==> src/rtl/chseq_pkg.sv <==
package chseq_pkg;
  typedef enum logic [1:0] {
    MODE_DIRECT = 2'b00,
    MODE_SCAN   = 2'b01,
    MODE_PROG   = 2'b10,
    MODE_RUN    = 2'b11
  } mode_e;

  // field offsets inside a configuration word
  localparam int unsigned EOS_BIT  = 0;
  localparam int unsigned GAIN_BIT = 1;
  localparam int unsigned BIP_BIT  = 2;
  localparam int unsigned ADDR_LSB = 3;
endpackage

==> src/rtl/chseq_edge.sv <==
module chseq_edge (
  input  logic clk,
  input  logic rst_n,
  input  logic strobe_n,
  output logic rise
);
  logic prev_q;

  always_ff @(posedge clk or negedge rst_n) begin
    if (!rst_n) prev_q <= 1'b1;
    else        prev_q <= strobe_n;
  end

  assign rise = strobe_n & ~prev_q;

  AST_RISE_AFTER_LOW: assert property (@(posedge clk) disable iff (!rst_n)
    rise |=> !rise);
endmodule

==> src/rtl/chseq_store.sv <==
module chseq_store #(
  parameter int unsigned DEPTH  = 16,
  parameter int unsigned WORD_W = 7
) (
  input  logic              clk,
  input  logic              rst_n,
  input  logic              clr,
  input  logic              wr_en,
  input  logic [WORD_W-1:0] wdata,
  input  logic              adv,
  input  logic              to_zero,
  output logic [WORD_W-1:0] rdata,
  output logic [$clog2(DEPTH)-1:0] ptr
);
  localparam int unsigned PTR_W = $clog2(DEPTH);
  localparam logic [PTR_W-1:0] LAST = PTR_W'(DEPTH - 1);

  logic [WORD_W-1:0] mem [DEPTH];
  logic [PTR_W-1:0]  ptr_inc;

  assign ptr_inc = (ptr == LAST) ? '0 : ptr + 1'b1;
  assign rdata   = mem[ptr];

  always_ff @(posedge clk or negedge rst_n) begin
    if (!rst_n) begin
      ptr <= '0;
      for (int i = 0; i < DEPTH; i++) mem[i] <= '0;
    end else if (clr) begin
      ptr <= '0;
    end else if (wr_en) begin
      mem[ptr] <= wdata;
      ptr      <= ptr_inc;
    end else if (adv) begin
      ptr <= to_zero ? '0 : ptr_inc;
    end
  end

  AST_PTR_CLEAR: assert property (@(posedge clk) disable iff (!rst_n)
    clr |=> ptr == '0);
  AST_WR_STEP: assert property (@(posedge clk) disable iff (!rst_n)
    (wr_en && !clr) |=> ptr == (($past(ptr) == LAST) ? '0 : PTR_W'($past(ptr) + 1'b1)));
  AST_WR_STORE: assert property (@(posedge clk) disable iff (!rst_n)
    (wr_en && !clr) |=> mem[$past(ptr)] == $past(wdata));
  AST_LOOP_WRAP: assert property (@(posedge clk) disable iff (!rst_n)
    (adv && to_zero && !wr_en && !clr) |=> ptr == '0);
  AST_IDLE_HOLD: assert property (@(posedge clk) disable iff (!rst_n)
    (!adv && !wr_en && !clr) |=> $stable(ptr));
endmodule

==> src/rtl/chseq_scan.sv <==
module chseq_scan #(
  parameter int unsigned CH_BITS = 3
) (
  input  logic               clk,
  input  logic               rst_n,
  input  logic               clr,
  input  logic               adv,
  output logic [CH_BITS-1:0] cnt
);
  always_ff @(posedge clk or negedge rst_n) begin
    if (!rst_n)   cnt <= '0;
    else if (clr) cnt <= '0;
    else if (adv) cnt <= cnt + 1'b1;
  end

  AST_SCAN_STEP: assert property (@(posedge clk) disable iff (!rst_n)
    (adv && !clr) |=> cnt == CH_BITS'($past(cnt) + 1'b1));
  AST_SCAN_CLEAR: assert property (@(posedge clk) disable iff (!rst_n)
    clr |=> cnt == '0);
endmodule

==> src/rtl/chseq_top.sv <==
module chseq_top #(
  parameter int unsigned DEPTH   = 16,
  parameter int unsigned CH_BITS = 3
) (
  input  logic                 clk,
  input  logic                 rst_n,
  input  logic [1:0]           mode_sel,
  input  logic                 wr_n,
  input  logic                 rd_n,
  input  logic                 in_diff,
  input  logic [CH_BITS-1:0]   in_addr,
  input  logic                 in_bip,
  input  logic                 in_gain,
  input  logic                 in_eos,
  output logic                 busy_n,
  output logic                 cfg_valid,
  input  logic                 cfg_ready,
  output logic [CH_BITS+3:0]   cfg_word,
  output logic [CH_BITS:0]     pos_sel,
  output logic [CH_BITS:0]     neg_sel,
  output logic                 rb_valid,
  output logic [CH_BITS+3:0]   rb_word
);
  import chseq_pkg::*;

  localparam int unsigned WORD_W = CH_BITS + 4;
  localparam int unsigned PTR_W  = $clog2(DEPTH);
  localparam int unsigned DIFF_BIT = WORD_W - 1;
  localparam logic [CH_BITS:0] COMMON_SEL = (CH_BITS+1)'(1) << CH_BITS;

  mode_e             mode_q;
  logic              mode_chg;
  logic              in_prog;
  logic [1:0]        strb_n;
  logic [1:0]        strb_rise;
  logic              wr_rise, rd_rise;
  logic [WORD_W-1:0] cfg_in;
  logic [WORD_W-1:0] direct_q;
  logic [WORD_W-1:0] mem_word;
  logic [PTR_W-1:0]  ptr;
  logic [CH_BITS-1:0] scan_cnt;
  logic              hs;
  logic              st_wr, st_adv, st_zero;
  logic [CH_BITS-1:0] word_addr;

  always_ff @(posedge clk or negedge rst_n) begin
    if (!rst_n) mode_q <= MODE_DIRECT;
    else        mode_q <= mode_e'(mode_sel);
  end

  assign mode_chg  = (mode_sel != mode_q);
  assign in_prog   = (mode_q == MODE_PROG);
  assign busy_n    = !in_prog;
  assign cfg_valid = !in_prog;
  assign hs        = cfg_valid && cfg_ready && !mode_chg;

  // strobe edge detection, index 0 write, index 1 read
  assign strb_n = {rd_n, wr_n};
  for (genvar g = 0; g < 2; g++) begin : g_strobe
    chseq_edge u_edge (
      .clk      (clk),
      .rst_n    (rst_n),
      .strobe_n (strb_n[g]),
      .rise     (strb_rise[g])
    );
  end
  assign wr_rise = strb_rise[0];
  assign rd_rise = strb_rise[1];

  assign cfg_in = {in_diff, in_addr, in_bip, in_gain, in_eos};

  always_ff @(posedge clk or negedge rst_n) begin
    if (!rst_n)
      direct_q <= '0;
    else if (mode_q == MODE_DIRECT && !mode_chg && !wr_n)
      direct_q <= cfg_in;
  end

  assign st_wr   = in_prog && wr_rise && !mode_chg;
  assign st_adv  = (in_prog && rd_rise && !mode_chg) || (mode_q == MODE_RUN && hs);
  assign st_zero = (mode_q == MODE_RUN) && hs && mem_word[EOS_BIT];

  chseq_store #(.DEPTH(DEPTH), .WORD_W(WORD_W)) u_store (
    .clk     (clk),
    .rst_n   (rst_n),
    .clr     (mode_chg),
    .wr_en   (st_wr),
    .wdata   (cfg_in),
    .adv     (st_adv),
    .to_zero (st_zero),
    .rdata   (mem_word),
    .ptr     (ptr)
  );

  chseq_scan #(.CH_BITS(CH_BITS)) u_scan (
    .clk   (clk),
    .rst_n (rst_n),
    .clr   (mode_chg),
    .adv   (mode_q == MODE_SCAN && hs),
    .cnt   (scan_cnt)
  );

  always_comb begin
    unique case (mode_q)
      MODE_DIRECT: cfg_word = {direct_q[WORD_W-1:1], 1'b0};
      MODE_SCAN:   cfg_word = {1'b0, scan_cnt, direct_q[BIP_BIT], direct_q[GAIN_BIT], 1'b0};
      MODE_RUN:    cfg_word = mem_word;
      default:     cfg_word = '0;
    endcase
  end

  assign word_addr = cfg_word[ADDR_LSB +: CH_BITS];
  assign pos_sel   = {1'b0, word_addr};
  assign neg_sel   = cfg_word[DIFF_BIT] ? {1'b0, word_addr[CH_BITS-1:1], ~word_addr[0]}
                                        : COMMON_SEL;

  assign rb_valid = in_prog && !rd_n;
  assign rb_word  = rb_valid ? mem_word : '0;

  AST_BUSY_PROG: assert property (@(posedge clk) disable iff (!rst_n)
    (mode_sel == MODE_PROG) |=> !busy_n);
  AST_BUSY_FREE: assert property (@(posedge clk) disable iff (!rst_n)
    (mode_sel != MODE_PROG) |=> busy_n);
  AST_CFG_HOLD: assert property (@(posedge clk) disable iff (!rst_n)
    (cfg_valid && !cfg_ready && mode_q != MODE_DIRECT && mode_sel == mode_q)
      |=> $stable(cfg_word));
  AST_RB_ONLY_PROG: assert property (@(posedge clk) disable iff (!rst_n)
    (mode_sel != MODE_PROG) |=> !rb_valid);
  AST_PAIR_PARTNER: assert property (@(posedge clk) disable iff (!rst_n)
    (neg_sel != COMMON_SEL) |-> (neg_sel ^ pos_sel) == (CH_BITS+1)'(1));
endmodule

==> config.mk <==
export PLATFORM = sky130hd
export DESIGN_NAME = chseq_top
export DESIGN_NICKNAME = d
export VERILOG_FILES = /design/src/rtl/chseq_pkg.sv /design/src/rtl/chseq_edge.sv /design/src/rtl/chseq_store.sv /design/src/rtl/chseq_scan.sv /design/src/rtl/chseq_top.sv
export SDC_FILE = /design/constraint.sdc
export NUM_CORES = 1
export LEC_CHECK = 0
export ABC_AREA = 1
export BUFFER_PORTS_ARGS = -buffer_cell sky130_fd_sc_hd__buf_2
export CORE_MARGIN = 5
export CORE_UTILIZATION = 40
export CTS_CLUSTER_DIAMETER = 40
export DETAILED_ROUTE_END_ITERATION = 12
export MAX_ROUTING_LAYER = met4
export PLACE_DENSITY = 0.59
export SLEW_MARGIN = 20
export SYNTH_ARGS = -nofsm -noshare
export SYNTH_HDL_FRONTEND = slang
export SYNTH_SLANG_ARGS = --single-unit
export TNS_END_PERCENT = 30
==> constraint.sdc <==
create_clock -name clk -period 3.2 [get_ports clk]
set_input_delay 0.48 -clock clk [delete_from_list [all_inputs] [get_ports clk]]
set_output_delay 0.48 -clock clk [all_outputs]
set_load 0.02 [all_outputs]
==> impl_metrics.toml, run 1 <==
[power_and_ir_drop]
power_switching_mw = 1.14
power_density_nw_per_um2 = 587
fin_total_pwr_mw = 4.29
p_comb_share_pct = 13.4
clkPwrFrac_pct = 46.3
ir_worst_vdd_uv = 338
netSwitchingFraction_pct = 26.6
p_int_mw = 3.15
pwr-share-seq_pct = 40.3
leakagePower_nw = 3.59

[detailed_routing]
vias = 5186
drc = 0
via_per_inst = 4.83
drt_wl_total_um = 16400
first_iter_violations = 459
dr.pass1.iters = 5
drtAntennaViolNets = 0
wire_per_inst_um = 15.3

[sta]
fin_skew_ns = 0.00837
worstMarginPinSlew_ns = 0.871
rsz0062_at_grt = "false"
layout_setup_ws_ns = 0.393
setup_viol = 0
post-route-min-period_ns = 2.81
maxSlewHeadroom_pct = 41.9
hold_viol = 0
slew_viol_final = 0
timing.hold.ws_ns = 0.0502
period_share_pct = 87.7
clock.fmax_mhz = 356
setup-tns-final_ns = 0

[logic_synthesis]
syn_inst = 831
synth_commonest_cells = "nand2_1, dfrtp_1, o21ai_1"
synth-edff-count = 0
synth_top_area_share_pct = 49.0
synth_area_um2 = 6490
yosys_register_bits = 129
async_reset_ff_share_pct = 100
synth_area_leaders = "dfrtp_1, nand2_1, o21ai_1, o21ai_0, inv_1"
synth.net_count = 850
ys_warn_count = 0
ys_types = 30
syn_avg_cell_area_um2 = 7.81
synthMostInstantiatedCell = "nand2_1"
synth_flop_cell = "dfrtp_1"
yosys.area.top_type = "dfrtp_1"
yosysSeqAreaShare_pct = 49.8

[placement]
dp_hpwl_um = 10800
dp_cells = 1042
gp_congestion = 0.838
portBuffers = 37
placed_cell_area_um2 = 6710
dp_slack_ns = 0.846

[cts]
clk_latency_ns = 0.42
h-tree-depth = 4
cts_buffers = 17
cts.path.max_buffers = 2
clkTransAtPathRegs_ns = 0.06
cts_resized = 0
postCtsSetupBuffers = 0
tritoncts = "yes"
cts_root_buf = "clkbuf_16"
cts_hold_buffers = 0
clock_sinks = 129

[floorplanning]
die_w_um = 137
row_count = 46
design.die.area_um2 = 18900
core_um2 = 15900
dieHeight_um = 137
start_util_pct = 40.8
ios = 39

[global_routing]
grt_max_degree = 66
use_met3_pct = 4.35
grtUsageMet2_pct = 27.6
grtUsageTotal_pct = 19.2
globalRoute.busiestLayer = "met2"
grt_pass1_vias = 4922
grt_first_pass_wirelength_um = 26800
grt_util_met1_pct = 26.7
antenna_found_initial = 0
grt_overflow = 0

[setup_path]
crit_required_ns = 2.72
cp-start-kind = "flop"
crit_arrival_ns = 2.33
end_kind = "primary output"
path_class = "reg2out"
worstPathMaxFanout = 17

[cells_and_area]
syn_to_final_growth_pct = 12.7
post-route-util_pct = 46.1
finalNetCount = 864
fillers = 1609
drive_gt1_share_pct = 13.2
final_cells = 1074
post-route-cell-area_um2 = 7320
diodes = 0

[hold_path]
min_path_type = "in2async"

[outcome]
status = "completed"

[flow_run]
drv_cap = 0
flip-flops by register name, summed over array words and instances, names as in the netlist:
name                    flops
direct_q                    6
g_strobe.u_edge.prev_q      2
u_store.ptr                 4
u_store.mem               112
mode_q                      2
u_scan.cnt                  3
cell type report:
| class | count | area (um^2) | area share, % |
|---|---|---|---|
| flip-flops and latches | 129 | 3230 | 44.2 |
| well taps | 216 | 270 | 3.69 |
| clock buffers | 22 | 474 | 6.48 |
| multi-input cells | 575 | 2620 | 35.8 |
| inverters | 75 | 282 | 3.85 |
| repair buffers | 47 | 304 | 4.16 |
| clock inverters | 10 | 133 | 1.81 |
critical path: stages, from the launching register on:
cell and delay, ns:
dfrtp_1 0.37, inv_1 0.39, buf_12 0.22, o21ai_0 0.09, o21ai_0 0.15, nand2_1 0.06, nand2_1 0.10, nor2_1 0.07
nor2_1 0.09, nor2_1 0.09, nor2_1 0.11, buf_2 0.17
routing by layer:
metal  part of all wire (%)  vias to the layer above
li1                       -                     2647
met2                     45                       87
met5                      0                        -
met4                    1.5                        0
met3                    4.5                       22
met1                     49                     2430
cell usage in the layout, fill, tap and decap left out, types with 9 or more instances in the layout:
cell type,count
nand2_1,273
dfrtp_1,126
o21ai_1,96
inv_1,73
nor2_1,67
o21ai_0,57
buf_2,36
nand3_1,27
clkbuf_16,17
nand2_2,15
o22ai_1,9
cell families after synthesis:
logic type | Yosys count | synth area share, %
adder cells (fa/ha/maj) | 5 | 0.964
AND/OR/NAND/NOR | 394 | 25.0
flip-flops | 129 | 49.8
XOR/XNOR | 4 | 0.540
buffers and inverters | 127 | 9.82
other | 1 | 0.0578
AO/OA/AOI/OAI | 171 | 13.8
path summary, 6_finish.rpt:
check	depth (start not counted)	slack (ns)	start	endpoint
max in group asynchronous	2	2.36	rst_n	u_store.mem[11]
worst min-delay path	1	0.05	rst_n	u_store.mem[61]
worst max-delay path	11	0.39	u_store.ptr[1]	neg_sel[2]
min in group clk	1	0.17	wr_n	g_strobe[0].u_edge.prev_q
worst max register to register	8	1.22	u_store.ptr[1]	u_store.mem[109]
worst min register to register	1	0.46	u_scan.cnt[2]	u_scan.cnt[2]
power by group through the flow:
stage / Clock [mW] / Sequential, mW / Combinational, mW
floorplan: 0 / 1.75 / 0.398
global placement: 0 / 1.76 / 0.577
detailed placement: 0 / 1.76 / 0.578
CTS: 2.02 / 1.73 / 0.581
global route: 2.09 / 1.74 / 0.655
finish: 1.99 / 1.73 / 0.576
Note: power is estimated with default switching activity, not from simulation.
==> inputs of run 2 (changes only) <==
--- a/config.mk
+++ b/config.mk
@@ -5,7 +5,7 @@
 export SDC_FILE = /design/constraint.sdc
 export NUM_CORES = 1
 export LEC_CHECK = 0
-export ABC_AREA = 1
+export ABC_AREA = 0
 export BUFFER_PORTS_ARGS = -buffer_cell sky130_fd_sc_hd__buf_2
 export CORE_MARGIN = 5
 export CORE_UTILIZATION = 40
@@ -13,6 +13,7 @@
 export DETAILED_ROUTE_END_ITERATION = 12
 export MAX_ROUTING_LAYER = met4
 export PLACE_DENSITY = 0.59
+export SKIP_CTS_REPAIR_TIMING = 1
 export SLEW_MARGIN = 20
 export SYNTH_ARGS = -nofsm -noshare
 export SYNTH_HDL_FRONTEND = slang
==> impl_metrics.toml, run 2 <==
[cells_and_area]
post-route-util_pct = 46.7
drive_gt1_share_pct = 47.9
syn_to_final_growth_pct = 13.5
fillers = 1396
mostFrequentLayoutCell = "dfrtp_1"
largest_reg_flops = 112
top_register = "u_store.mem"
finalNetCount = 492
final_cell_mix = "dfrtp_1, mux2_2, buf_2"
diodes = 0
largestRegisters = "u_store.mem x112, direct_q x6, u_store.ptr x4"

[setup_path]
path_class = "reg2out"
cp-start-kind = "flop"
crit_required_ns = 2.72
worstPathMaxFanout = 28
rr_worst_depth = 6
end_kind = "primary output"
crit_arrival_ns = 2.55

[detailed_routing]
drt_wl_total_um = 14100
vias = 3766
dr_wl_met2_um = 6510
drc = 0
drtAntennaViolNets = 0
dr.pass1.iters = 4
wire_per_inst_um = 20.3
first_iter_violations = 248
via_per_inst = 5.42
dr.max_layer_used = "met4"
routedLengthMet1_um = 6550
route.met3.wl_um = 834

[global_routing]
grt_overflow = 0
grtUsageTotal_pct = 17.0
antenna_found_initial = 0
grt_pass1_vias = 3841
grt_first_pass_wirelength_um = 22600
grt_max_degree = 62

[logic_synthesis]
yosysSeqAreaShare_pct = 51.3
yosys.area.top_type = "dfrtp_1"
synth_area_leaders = "dfrtp_1, mux2_2, mux4_2, nand2_1, mux4_1"
async_reset_ff_share_pct = 100
synth_flop_cell = "dfrtp_1"
synth_top_area_share_pct = 50.4
synth_area_um2 = 6300
yosys_register_bits = 129
ys_types = 48
syn_avg_cell_area_um2 = 14.2
synth.net_count = 463
ys_warn_count = 0
synthMostInstantiatedCell = "dfrtp_1"
syn_inst = 444
synth_commonest_cells = "dfrtp_1, mux2_2, mux4_2"
synth-edff-count = 0

[power_and_ir_drop]
ir_worst_vdd_uv = 326
power_density_nw_per_um2 = 527
leakagePower_nw = 3.44

[cts]
cts.path.max_buffers = 2
cts_root_buf = "clkbuf_16"
cts_buffers = 17
h-tree-depth = 4
clkTransAtPathRegs_ns = 0.06
tritoncts = "yes"
clk_latency_ns = 0.42
clock_sinks = 129

[sta]
setup-tns-final_ns = 0
slew_viol_final = 0
maxSlewHeadroom_pct = 47.4
worstMarginPinSlew_ns = 0.779
timing.hold.ws_ns = -0.00774
layout_setup_ws_ns = 0.170
fin_skew_ns = 0.00866
period_share_pct = 94.7
post-route-min-period_ns = 3.03
clock.fmax_mhz = 330
setup_viol = 0
hold_viol = 16
rsz0062_at_grt = "false"

[outcome]
failed_checks = "negative hold slack"
status = "finished, violations left"

[floorplanning]
dieHeight_um = 136
die_w_um = 136
core_um2 = 15300
ios = 39
row_count = 45
design.die.area_um2 = 18400
start_util_pct = 41.2

[hold_path]
min_path_type = "in2async"

[placement]
gp_congestion = 0.792
dp_slack_ns = 0.502
dp_hpwl_um = 9800
portBuffers = 37

[flow_run]
drv_cap = 0
-- run 2: cell count changes after synthesis, sizes merged, moves of 7 or more --
cell	previous run	this run
nand3	28	3
nor2	72	13
and2	0	12
o21ai	161	9
inv	75	6
nand2	289	28
o22ai	9	1
mux2	0	119
buf	35	18
mux2i	0	7
mux4	0	31
-- run 2: worst max-delay path, cell delays in order, from the launching register on --
cell and delay, ns:
dfrtp_1 0.37, buf_12 0.24, mux4_2 0.53, a22o_1 0.24, a221oi_2 0.29, nand2_1 0.09
o32ai_1 0.14, buf_2 0.22
-- run 2: final timing paths --
path | slack (ns) | endpoint | start
worst max-delay path | 0.17 | neg_sel[0] | u_store.ptr[0]
worst min-delay path | -0.008 | u_store.mem[35] | rst_n
worst max register to register | 0.95 | u_store.mem[22] | u_store.ptr[1]
worst min register to register | 0.50 | u_store.mem[38] | u_store.mem[38]
max in group asynchronous | 2.34 | u_store.mem[29] | rst_n
min in group clk | 0.19 | g_strobe[1].u_edge.prev_q | rd_n
-- run 2: metrics by stage --
| stage | std cells | hold slack, ns | area, um^2 | total power, mW |
|---|---|---|---|---|
| finish | 695 | -0.00774 | 7160 | 3.77 |
| global route | 695 | 0.0156 | 7160 | 3.92 |
| detailed placement | 665 | 0.436 | 6630 | 2.08 |
| CTS | 695 | -0.0169 | 7150 | 3.81 |
| global placement | 665 | 0.433 | 6630 | 2.07 |
| floorplan | 444 | 0.184 | 6300 | 1.95 |
-- run 2: cell type report --
class,count,area [um^2],share of cell area [%]
multi-input cells,274,2840,39.7
flip-flops and latches,129,3230,45.2
repair buffers,45,273,3.81
inverters,6,22.5,0.315
well taps,211,264,3.69
clock inverters,6,32.5,0.455
clock buffers,24,492,6.87
-- run 2: cells by family after synthesis --
logic type | count (synthesis) | share of synthesized area (%)
muxes | 157 | 33.6
DFF | 129 | 51.3
and+or+nand+nor | 79 | 6.67
buffers and inverters | 41 | 3.71
AOI/OAI and AO/OA | 28 | 3.14
adders and majority gates | 5 | 0.992
xor gates and xnor gates | 4 | 0.556
other | 1 | 0.0595
-- run 2: metal layers --
metal | global-route usage, % | up-vias
met2 | 24.4 | 88
met4 | 6.27 | 0
met1 | 23.1 | 1989
met5 | - | -
met3 | 4.75 | 21
li1 | - | 1668
-- run 2: where the power goes --
group | switching [mW] | internal [mW] | total, mW
logic | 0.204 | 0.133 | 0.336
clock network | 0.674 | 1.05 | 1.73
registers | 0.0254 | 1.68 | 1.71
==> inputs of run 3 (changes only) <==
--- a/config.mk
+++ b/config.mk
@@ -7,7 +7,6 @@
 export LEC_CHECK = 0
 export ABC_AREA = 0
 export BUFFER_PORTS_ARGS = -buffer_cell sky130_fd_sc_hd__buf_2
-export CORE_MARGIN = 5
 export CORE_UTILIZATION = 40
 export CTS_CLUSTER_DIAMETER = 40
 export DETAILED_ROUTE_END_ITERATION = 12
==> impl_metrics.toml, run 3 (synthesis results as in run 2) <==
[cells_and_area]
post-route-cell-area_um2 = 7230
post-route-util_pct = 47.2
finalNetCount = 493
syn_to_final_growth_pct = 14.7
top_register = "u_store.mem"
largest_reg_flops = 112
mostFrequentLayoutCell = "dfrtp_1"
largestRegisters = "u_store.mem x112, direct_q x6, u_store.ptr x4"
final_cells = 698
diodes = 0
fillers = 1380
final_cell_mix = "dfrtp_1, mux2_2, buf_2"
drive_gt1_share_pct = 48.5

[setup_path]
crit_required_ns = 2.72
crit_slowest_cell = "dfrtp_1"
end_kind = "primary output"
cp-start-kind = "flop"
path_class = "reg2out"
worstPathMaxFanout = 20
crit_arrival_ns = 2.60
cpPeakStageDelay_ns = 0.83
crit_chain = "mux4_2 -> mux4_2 -> nand2_2 -> o21ai_2 -> inv_2 -> buf_2"
crit_top_cell = "mux4_2"

[cts]
clock_sinks = 129
h-tree-depth = 4
cts_buffers = 17
clk_latency_ns = 0.42
tritoncts = "yes"
cts_root_buf = "clkbuf_16"
cts.path.max_buffers = 2
clkTransAtPathRegs_ns = 0.05

[sta]
timing.hold.ws_ns = 0.187
hold_viol = 0
maxSlewHeadroom_pct = 42.2
layout_setup_ws_ns = 0.118
slew_viol_final = 0
fin_skew_ns = 0.0129
post-route-min-period_ns = 3.08
setup-tns-final_ns = 0
worstMarginPinSlew_ns = 0.856
clock.fmax_mhz = 324
rsz0062_at_grt = "false"
setup_viol = 0
period_share_pct = 96.3

[placement]
dp_slack_ns = 0.541
gp_congestion = 0.800
dp_hpwl_um = 9500
dp_cells = 665
portBuffers = 37
placed_cell_area_um2 = 6630

[floorplanning]
row_count = 45
core_um2 = 15300
start_util_pct = 41.2
ios = 39
design.die.area_um2 = 16300
dieHeight_um = 128
die_w_um = 128

[global_routing]
grt_first_pass_wirelength_um = 22700
grt_pass1_vias = 3882
grt_max_degree = 70
antenna_found_initial = 0
grtUsageTotal_pct = 19.7
grt_overflow = 0

[power_and_ir_drop]
fin_total_pwr_mw = 3.94
power_density_nw_per_um2 = 545
leakagePower_nw = 3.47
ir_worst_vdd_uv = 368

[detailed_routing]
via_per_inst = 5.37
dr.pass1.iters = 5
drt_wl_total_um = 13800
vias = 3749
drtAntennaViolNets = 0
first_iter_violations = 192
drc = 0
wire_per_inst_um = 19.8

[outcome]
status = "completed"

[hold_path]
min_path_type = "in2reg"

[flow_run]
drv_cap = 0
==> run 3: cell type report <==
class / instances / area (um^2) / share of cell area (%)
Clock buffer: 19 / 453 / 6.27
Clock inverter: 13 / 135 / 1.87
Timing Repair Buffer: 46 / 283 / 3.91
Multi-Input combinational cell: 274 / 2840 / 39.3
Sequential cell: 129 / 3230 / 44.7
Inverter: 6 / 22.5 / 0.312
Tap cell: 211 / 264 / 3.65
==> run 3: report_power, final <==
part	switching [mW]	internal (mW)
Sequential	0.0253	1.68
Combinational	0.203	0.134
Clock	0.714	1.18
==> run 3: path summary, 6_finish.rpt <==
path	startpoint	endpoint	slack, ns	depth (start not counted)
max	u_store.ptr[2]	neg_sel[3]	0.12	6
min	rd_n	g_strobe[1].u_edge.prev_q	0.19	1
max reg2reg	u_store.ptr[2]	u_store.mem[74]	0.98	3
min reg2reg	u_store.mem[9]	u_store.mem[9]	0.50	1
max in group asynchronous	rst_n	u_store.mem[60]	1.91	3
min in group asynchronous	rst_n	mode_q[0]	0.44	2
==> run 3: worst max-delay path, delay by kind of cell, from the launching register on <==
kind | cells | cell delay [ns]
multiplexers | 2 | 0.96
buffers and inverters | 2 | 0.19
AO/OA/AOI/OAI | 1 | 0.07
AND/OR/NAND/NOR | 1 | 0.13
flip-flops | 1 | 0.83
==> run 3: per-layer routing <==
metal,vias to the layer above,part of all wire [%],GRT usage [%]
li1,1684,-,-
met2,103,48,30.0
met1,1947,46,25.6
met3,15,5.3,5.40
met4,0,1.4,6.44
met5,-,0,-
